$ cat src/rtl/lldma_pkg.sv
package lldma_pkg;

  localparam int unsigned WORD_W     = 32;
  localparam int unsigned LINK_W     = 24;
  localparam int unsigned SPAN_W     = WORD_W - LINK_W;
  localparam int unsigned WORD_BYTES = WORD_W / 8;

  typedef logic [WORD_W-1:0] word_t;
  typedef logic [LINK_W-1:0] link_t;
  typedef logic [SPAN_W-1:0] span_t;

  localparam link_t TAIL_MARK = '1;

  typedef enum logic [1:0] {
    WK_IDLE,
    WK_HEAD,
    WK_BODY
  } walk_state_t;

  // next-packet address carried in a header word
  function automatic link_t link_of(word_t w);
    return w[LINK_W-1:0];
  endfunction

  // payload word count carried in a header word
  function automatic span_t span_of(word_t w);
    return w[WORD_W-1 -: SPAN_W];
  endfunction

  function automatic logic is_tail(link_t a);
    return a == TAIL_MARK;
  endfunction

  // address of the word following a
  function automatic link_t step_addr(link_t a);
    return a + link_t'(WORD_BYTES);
  endfunction

endpackage

$ cat src/rtl/lldma_out_reg.sv
module lldma_out_reg
  import lldma_pkg::*;
(
  input  logic  clk,
  input  logic  rst_n,
  input  logic  load,
  input  word_t load_data,
  output logic  out_valid,
  output word_t out_data,
  input  logic  out_ready,
  output logic  slot_free
);

  // a new word may be captured when empty or when the held word leaves now
  assign slot_free = !out_valid || out_ready;

  always_ff @(posedge clk or negedge rst_n) begin
    if (!rst_n) begin
      out_valid <= 1'b0;
      out_data  <= '0;
    end else if (load) begin
      out_valid <= 1'b1;
      out_data  <= load_data;
    end else if (out_ready) begin
      out_valid <= 1'b0;
    end
  end

endmodule

$ cat src/rtl/lldma_node_guard.sv
module lldma_node_guard #(
  parameter int unsigned MAX_NODES = 4096
) (
  input  logic clk,
  input  logic rst_n,
  input  logic clear,
  input  logic node_inc,
  output logic last_node
);

  localparam int unsigned CNT_W = $clog2(MAX_NODES + 1);

  logic [CNT_W-1:0] visited;

  // the node being finished is the final one allowed
  assign last_node = visited == CNT_W'(MAX_NODES - 1);

  always_ff @(posedge clk or negedge rst_n) begin
    if (!rst_n)
      visited <= '0;
    else if (clear)
      visited <= '0;
    else if (node_inc)
      visited <= visited + 1'b1;
  end

endmodule

$ cat src/rtl/lldma_seq.sv
module lldma_seq
  import lldma_pkg::*;
(
  input  logic  clk,
  input  logic  rst_n,
  input  logic  start,
  input  link_t start_addr,
  output logic  mem_req,
  output link_t mem_addr,
  input  logic  mem_ack,
  input  word_t mem_rdata,
  input  logic  slot_free,
  input  logic  last_node,
  output logic  node_clear,
  output logic  node_inc,
  output logic  load,
  output logic  busy,
  output logic  done,
  output logic  err,
  output logic  hdr_fire,
  output logic  pay_fire,
  output logic  walk_end,
  output logic  walk_abort
);

  walk_state_t state;
  link_t       rd_addr;
  link_t       next_link;
  span_t       left;
  logic        pending;
  logic        done_q;
  logic        err_q;

  logic        fire;
  logic        node_done;
  link_t       hop;

  // header reads never wait; payload reads wait for room unless already posted
  assign mem_req  = (state == WK_HEAD) ||
                    ((state == WK_BODY) && (pending || slot_free));
  assign mem_addr = rd_addr;
  assign fire     = mem_req && mem_ack;
  assign hdr_fire = fire && (state == WK_HEAD);
  assign pay_fire = fire && (state == WK_BODY);

  assign node_done = (hdr_fire && (span_of(mem_rdata) == '0)) ||
                     (pay_fire && (left == span_t'(1)));
  assign hop        = hdr_fire ? link_of(mem_rdata) : next_link;
  assign walk_end   = node_done && is_tail(hop);
  assign walk_abort = node_done && !is_tail(hop) && last_node;

  assign node_clear = (state == WK_IDLE) && start;
  assign node_inc   = node_done;
  assign load       = pay_fire;
  assign busy       = state != WK_IDLE;
  assign done       = done_q;
  assign err        = err_q;

  always_ff @(posedge clk or negedge rst_n) begin
    if (!rst_n) begin
      state     <= WK_IDLE;
      rd_addr   <= '0;
      next_link <= '0;
      left      <= '0;
      pending   <= 1'b0;
      done_q    <= 1'b0;
      err_q     <= 1'b0;
    end else begin
      done_q  <= walk_end || walk_abort;
      pending <= mem_req && !mem_ack;
      unique case (state)
        WK_IDLE: begin
          if (start) begin
            state   <= WK_HEAD;
            rd_addr <= start_addr;
            err_q   <= 1'b0;
          end
        end
        WK_HEAD: begin
          if (hdr_fire && !node_done) begin
            state     <= WK_BODY;
            rd_addr   <= step_addr(rd_addr);
            left      <= span_of(mem_rdata);
            next_link <= link_of(mem_rdata);
          end
        end
        WK_BODY: begin
          if (pay_fire && !node_done) begin
            rd_addr <= step_addr(rd_addr);
            left    <= left - 1'b1;
          end
        end
        default: state <= WK_IDLE;
      endcase
      if (node_done) begin
        if (walk_end || walk_abort) begin
          state <= WK_IDLE;
        end else begin
          state   <= WK_HEAD;
          rd_addr <= hop;
        end
        if (walk_abort) err_q <= 1'b1;
      end
    end
  end

endmodule

$ cat src/rtl/lldma_walker.sv
module lldma_walker #(
  parameter int unsigned MAX_NODES = 4096
) (
  input  logic        clk,
  input  logic        rst_n,
  input  logic        start,
  input  logic [23:0] start_addr,
  output logic        busy,
  output logic        done,
  output logic        err,
  output logic        mem_req,
  output logic [23:0] mem_addr,
  input  logic        mem_ack,
  input  logic [31:0] mem_rdata,
  output logic        out_valid,
  output logic [31:0] out_data,
  input  logic        out_ready
);

  logic slot_free;
  logic last_node;
  logic node_clear;
  logic node_inc;
  logic load;
  logic hdr_fire;
  logic pay_fire;
  logic walk_end;
  logic walk_abort;

  lldma_seq u_seq (
    .clk        (clk),
    .rst_n      (rst_n),
    .start      (start),
    .start_addr (start_addr),
    .mem_req    (mem_req),
    .mem_addr   (mem_addr),
    .mem_ack    (mem_ack),
    .mem_rdata  (mem_rdata),
    .slot_free  (slot_free),
    .last_node  (last_node),
    .node_clear (node_clear),
    .node_inc   (node_inc),
    .load       (load),
    .busy       (busy),
    .done       (done),
    .err        (err),
    .hdr_fire   (hdr_fire),
    .pay_fire   (pay_fire),
    .walk_end   (walk_end),
    .walk_abort (walk_abort)
  );

  lldma_node_guard #(.MAX_NODES(MAX_NODES)) u_guard (
    .clk       (clk),
    .rst_n     (rst_n),
    .clear     (node_clear),
    .node_inc  (node_inc),
    .last_node (last_node)
  );

  lldma_out_reg u_out (
    .clk       (clk),
    .rst_n     (rst_n),
    .load      (load),
    .load_data (mem_rdata),
    .out_valid (out_valid),
    .out_data  (out_data),
    .out_ready (out_ready),
    .slot_free (slot_free)
  );

endmodule

$ cat config.mk
export PLATFORM = sky130hd
export DESIGN_NAME = lldma_walker
export DESIGN_NICKNAME = d
export VERILOG_FILES = /design/src/rtl/lldma_pkg.sv /design/src/rtl/lldma_out_reg.sv /design/src/rtl/lldma_node_guard.sv /design/src/rtl/lldma_seq.sv /design/src/rtl/lldma_walker.sv
export SDC_FILE = /design/constraint.sdc
export NUM_CORES = 1
export LEC_CHECK = 0
export BUFFER_PORTS_ARGS = -buffer_cell sky130_fd_sc_hd__buf_2
export CAP_MARGIN = 15
export CORE_AREA = 2 2 113 115
export CTS_CLUSTER_DIAMETER = 30
export CTS_CLUSTER_SIZE = 30
export DETAILED_ROUTE_END_ITERATION = 8
export DIE_AREA = 0 0 115 117
export PLACE_DENSITY = 0.76
export SLEW_MARGIN = 20
export SYNTH_ARGS = -nofsm -noshare
export SYNTH_HDL_FRONTEND = slang
export SYNTH_HIERARCHICAL = 1
export SYNTH_SLANG_ARGS = --single-unit
$ cat constraint.sdc
create_clock -name clk -period 2.4 [get_ports clk]
set_input_delay 0.12 -clock clk [delete_from_list [all_inputs] [get_ports clk]]
set_output_delay 0.12 -clock clk [all_outputs]
set_load 0.02 [all_outputs]
After elaboration in Yosys (flattened, before gate mapping)

Index checks and enable logic that the tools add are counted.

Add/subtract/negate cells: 3
Equal/unequal tests: 10
Multiplexer cells: 23
Reduce and logical (&&, ||, !) cells: 31

Operators with widths:

| operator                | number |
|---|---|
| $mux W24                | 6 |
| $pmux W24 S3            | 1 |
| $mux W13                | 2 |
| $add A24 B3 Y24 const B | 1 |
| $eq A24 B24 Y1 const B  | 1 |
| $mux W8                 | 2 |
| $pmux W8 S2             | 1 |
| $add A13 B1 Y13 const B | 1 |
| $eq A13 B12 Y1 const B  | 1 |
| $logic_and A1 B1 Y1     | 13 |
| $eq A8 B1 Y1 const B    | 1 |
| $logic_not A8 Y1        | 1 |
| $reduce_bool A2 Y1      | 4 |
| $sub A8 B1 Y8 const B   | 1 |
| $mux W1                 | 7 |
| $mux W2                 | 3 |
| $ne A3 B2 Y1 const B    | 2 |
| $pmux W2 S3             | 1 |
| $reduce_and A3 Y1       | 2 |
| $logic_or A1 B1 Y1      | 5 |
| $logic_not A1 Y1        | 4 |
| $ne A2 B2 Y1 const B    | 2 |
| $eq A2 B1 Y1 const B    | 1 |
| $eq A2 B2 Y1 const B    | 1 |
| other kinds (3)         | 3 |

Bits in registers: 107
Bits of input ports: 61
Output and inout bits: 61
Word-level logic and storage cells: 77

Depth between registers and ports, before layout

Depth in word-level cells: 15
Gate-level depth with buffers: 12
Mapped depth without buffers: 10

Cells and area by module

Netlist, hierarchy kept.

Modules (own cells, without submodules):

| module           | times used | cells each | area each (µm²) | seq. area each (µm²) |
|---|---|---|---|---|
| lldma_seq        | 1          | 431        | 3,963.8         | 1,526.5 |
| lldma_out_reg    | 1          | 71         | 1,378.8         | 825.8 |
| lldma_node_guard | 1          | 66         | 676.9           | 325.3 |

Worst setup path after synthesis

No wires, ideal clock.

Kind: register to register
From: register u_seq.state[0]
To: register u_guard.visited[10]
Library setup time: 0.125 ns
Arrival: 2.108 ns
Data required time: 2.275 ns
Slack: 0.167 ns
Stages on the path, launching flop included: 10
Path buffers: 0
Period minus slack after synthesis: 2.233 ns
Path through: dfrtp_1 inv_1 ha_1 o311a_4 nand3_4 and2_4 inv_6 nand4_2 nor4_1 mux2_2

Word-level cells in the longest chain between the ends: 8
Elaborated cells between the ends (all ways): 14
Classes of those cells: 2 x eq/ne; 1 x mux; 11 x reduce/logical

RTL lines:

| what                             | RTL line                         | text |
|---|---|---|
| start: declaration               | lldma_seq.sv:26                  | `walk_state_t state;` |
| start signal: assignment         | lldma_seq.sv:61                  | `state <= WK_IDLE;` |
| start signal: assignment         | lldma_seq.sv:74                  | `state <= WK_HEAD;` |
| start signal: assignment         | lldma_seq.sv:81                  | `state <= WK_BODY;` |
| $eq A2 B2 Y1                     | lldma_seq.sv:40, lldma_seq.sv:44 |  |
| $logic_and A1 B1 Y1              | lldma_seq.sv:40                  | `((state == WK_BODY) && (pending \|\| slot_free));` |
| $logic_or A1 B1 Y1               | lldma_seq.sv:39                  | `assign mem_req = (state == WK_HEAD) \|\|` |
| $logic_and A1 B1 Y1              | lldma_seq.sv:42                  | `assign fire = mem_req && mem_ack;` |
| $logic_and A1 B1 Y1 (*)          | lldma_seq.sv:44                  | `assign pay_fire = fire && (state == WK_BODY);` |
| named net load                   | lldma_walker.sv:24               | `logic load;` |
| $logic_and A1 B1 Y1 (*)          | lldma_seq.sv:47                  | `(pay_fire && (left == span_t'(1)));` |
| $logic_or A1 B1 Y1 (*)           | lldma_seq.sv:46                  | `assign node_done = (hdr_fire && (span_of(mem_rdata) == '0)) \|\|` |
| named net node_inc               | lldma_walker.sv:23               | `logic node_inc;` |
| $reduce_bool A2 Y1 (no line) (*) | --                               |  |
| end signal: assignment           | lldma_node_guard.sv:24           | `visited <= visited + 1'b1;` |
| end: declaration                 | lldma_node_guard.sv:13           | `logic [CNT_W-1:0] visited;` |

Mark *: on every way through the listed nets, which the timed path passes. The rest lies on a longest branch.
A chain may end at the register's enable or synchronous reset.

Worst setup path in the final report

From: register u_seq.state[1]
To: register u_seq.rd_addr[18] (netlist: u_seq/mem_addr[18])

Word-level cells in the longest chain between the ends: 13
Elaborated cells between the ends (all ways): 26
Classes of those cells: 3 x eq/ne; 6 x mux; 17 x reduce/logical

RTL lines:

| what                                                        | RTL line                                          | text |
|---|---|---|
| $eq A2 B2 Y1                                                | lldma_seq.sv:40, lldma_seq.sv:44, lldma_seq.sv:71 |  |
| $logic_and A1 B1 Y1                                         | lldma_seq.sv:40                                   |  |
| $logic_or A1 B1 Y1                                          | lldma_seq.sv:39                                   |  |
| $logic_and A1 B1 Y1                                         | lldma_seq.sv:42                                   |  |
| $logic_and A1 B1 Y1 (on tied branches)                      | lldma_seq.sv:43, lldma_seq.sv:44                  |  |
| $mux W24 (tied with other cells)                            | lldma_seq.sv:48                                   | `assign hop = hdr_fire ? link_of(mem_rdata) : next_link;` |
| $eq A24 B24 Y1 / $logic_or A1 B1 Y1 (equally long branches) | lldma_pkg.sv:31, lldma_seq.sv:46                  |  |
| $logic_not A1 Y1 (on tied branches)                         | lldma_seq.sv:50, lldma_seq.sv:80, lldma_seq.sv:88 |  |
| $logic_and A1 B1 Y1 (on tied branches)                      | lldma_seq.sv:50, lldma_seq.sv:80, lldma_seq.sv:88 |  |
| $logic_and A1 B1 Y1 (tied with other cells)                 | lldma_seq.sv:50                                   | `assign walk_abort = node_done && !is_tail(hop) && last_node;` |
| $logic_or A1 B1 Y1 / $pmux W24 S3 (equally long branches)   | lldma_seq.sv:96, lldma_seq.sv:71                  |  |
| $mux W24                                                    | lldma_seq.sv:96                                   | `if (walk_end \|\| walk_abort) begin` |
| $mux W24 (*)                                                | lldma_seq.sv:95                                   | `if (node_done) begin` |
| end signal: assignment                                      | lldma_seq.sv:75                                   | `rd_addr <= start_addr;` |
| end signal: assignment                                      | lldma_seq.sv:89                                   | `rd_addr <= step_addr(rd_addr);` |
| end signal: assignment                                      | lldma_seq.sv:100                                  | `rd_addr <= hop;` |
| end: declaration                                            | lldma_seq.sv:27                                   | `link_t rd_addr;` |

Mark *: on every way between the ends. The rest lies on a longest branch, timed or not.

==> flow_summary.json <==
{
  "maxSlewHeadroom_pct": 62.39,
  "cts_max_level": 3,
  "place_area_sq_um": 6859,
  "p_per_area_nw_per_um2": 1244,
  "row_count": 41,
  "grt_pass1_wl_um": 26230,
  "cts.sinks": 107,
  "finalClockSkew_ns": 0.007732,
  "diodes": 0,
  "gp_congestion": 0.9293,
  "critPathKind": "reg2reg",
  "detail-route-antenna-nets": 0,
  "maxSlewViolCount": 0,
  "dpl_worst_slack_ns": 0.008175,
  "ios": 122,
  "vias": 5186,
  "grtUsageTotal_pct": 25.24,
  "rsz0062_at_grt": "true",
  "cts_tree": "built",
  "crit_path_end_kind": "flop",
  "crit_fanout": 23,
  "stdcell_area_sq_um": 7228,
  "arrival_ns": 2.54,
  "port_buffers": 121,
  "hold_violations": 0,
  "post_cts.repair.setup_buffers": 0,
  "totalNegativeSetupSlack_ns": 0,
  "area_delta_synth_final_pct": 20.30,
  "clockBufferDepth": 2,
  "wl_per_cell_um": 19.47,
  "yosysWarnings": 6,
  "firstDrtPassIters": 5,
  "fin_crit_sh_pct": 95.96,
  "drt_first_iter_violations": 472,
  "antenna_found_initial": 0,
  "core_sq_um": 12310,
  "irDropWorstVdd_mv": 0.6712,
  "die_x_um": 115,
  "syn-num-nets": 637,
  "required_ns": 2.64,
  "maxCapViolCount": 0,
  "synth_area_per_cell_sq_um": 10.62,
  "cts_buffers": 9,
  "layout.nets": 771,
  "grt_max_degree": 84,
  "synthCells": 566,
  "wl_um": 16620,
  "design.die.area_sq_um": 13460,
  "fin_crit_ns": 2.303,
  "max_freq_ghz": 0.4342,
  "mappedNetlistArea_sq_um": 6008,
  "hpwl_um": 12210,
  "whs_ns": 0.02420,
  "grt-ovfl-total": 0,
  "p_leak_nw": 3.358,
  "drcViolationCount": 0,
  "start_kind": "flop",
  "hp-class": "in2reg",
  "tightest_slew_ns": 0.5599,
  "status": "finished clean",
  "start_util_pct": 48.80,
  "setup_viol": 0,
  "grt_pass1_vias": 5082,
  "setup_slack_ns": 0.09707,
  "die_h_um": 117,
  "insertion_delay_ns": 0.36,
  "viasPerCell": 6.073,
  "layout-drive-gt1-share_pct": 35.94,
  "clockRootBuffer": "clkbuf_16",
  "cts.clk_slew.worst_paths_ns": 0.08
}
[worst max-delay path: stages, from the launching register on]
cell	delay, ns
dfrtp_1	0.42
inv_1	0.10
ha_2	0.23
nand2_4	0.06
buf_4	0.19
nor4_2	0.30
a22oi_2	0.13
and3_1	0.24
buf_12	0.16
a211oi_1	0.25
a32oi_1	0.10
[state kept, by name, summed over array words and instances (netlist names)]
name	cells
u_out/out_valid	1
u_seq/state	2
u_seq/next_link	24
u_seq/done	1
u_guard/visited	13
u_seq/err	1
u_seq/pending	1
u_out/out_data	32
u_seq/mem_addr	24
u_seq/left	8
[through the flow]
stage	cells	power [W]	util [%]
global route	854	0.009538	58.71
detailed placement	838	0.007487	55.71
global placement	838	0.007320	55.71
CTS	854	0.008963	58.10
floorplan	566	0.006048	-
finish	854	0.008994	58.71
[power by group]
group          internal, W  leakage, nW  total (W)  switching [W]
clock network     0.000723        0.136    0.00145       0.000724
registers          0.00256         1.33    0.00324       0.000680
logic              0.00184         1.89    0.00431        0.00247
total              0.00512         3.36    0.00899        0.00387
[placed cells by master (no fill, tap or decap), types with 4 or more instances in the layout]
cell	count
xnor2_1	9
dfrtp_1	107
nand4_1	22
nand2_1	47
nor3_1	12
inv_1	17
nor2_1	41
nand3_1	25
or4_1	4
o211ai_1	8
nor4_4	4
a21oi_1	26
xor2_1	4
mux2_2	31
mux2_4	29
buf_2	120
clkbuf_16	9
mux2i_1	14
ha_1	9
nor4_1	5
a31oi_1	4
a32oi_1	6
and3_1	9
a22oi_1	10
or3_1	9
buf_4	25
a221oi_1	6
o21ai_0	18
o31ai_1	6
o221ai_1	7
[layer usage]
layer  GRT usage, %  wire [um]  part of all wire, %
met2          38.63       7761                   47
met5              0          0                    0
met1          36.11       7267                   44
met3          4.943       1292                  7.8
met4          8.916        303                  1.8
[cell type report]
| class | count | area (sq um) |
|---|---|---|
| clock inverter | 6 | 56.30 |
| sequential | 107 | 2678 |
| inverter | 20 | 80.08 |
| fill | 1046 | 5084 |
| clock buffer | 9 | 225.2 |
| timing repair buffer | 149 | 858.3 |
| multi-input combinational | 413 | 3143 |
| tap | 150 | 187.7 |
[path summary, 6_finish.rpt]
| path | from | end | slack [ns] | depth (start not counted) |
|---|---|---|---|---|
| max | u_seq/state[1] | u_seq/mem_addr[18] | 0.1 | 10 |
| min | mem_ack | u_seq/pending | 0.02 | 2 |
| max reg2reg | u_seq/state[1] | u_seq/mem_addr[18] | 0.1 | 10 |
| min reg2reg | u_out/out_data[27] | u_out/out_data[27] | 0.50 | 1 |
| max in group asynchronous | rst_n | u_seq/next_link[19] | 1.43 | 3 |
| min in group asynchronous | rst_n | u_guard/visited[8] | 0.21 | 2 |
[what timing repair did]
| item | 4_1_cts | 5_1_grt |
|---|---|---|
| resized for setup | 1 | 12 |
| hold buffers | 1 | 0 |
| endpoints found under the hold margin | 24 | 0 |
| setup endpoints to repair | 3 | 33 |
Power figures use the tool's default switching activity.
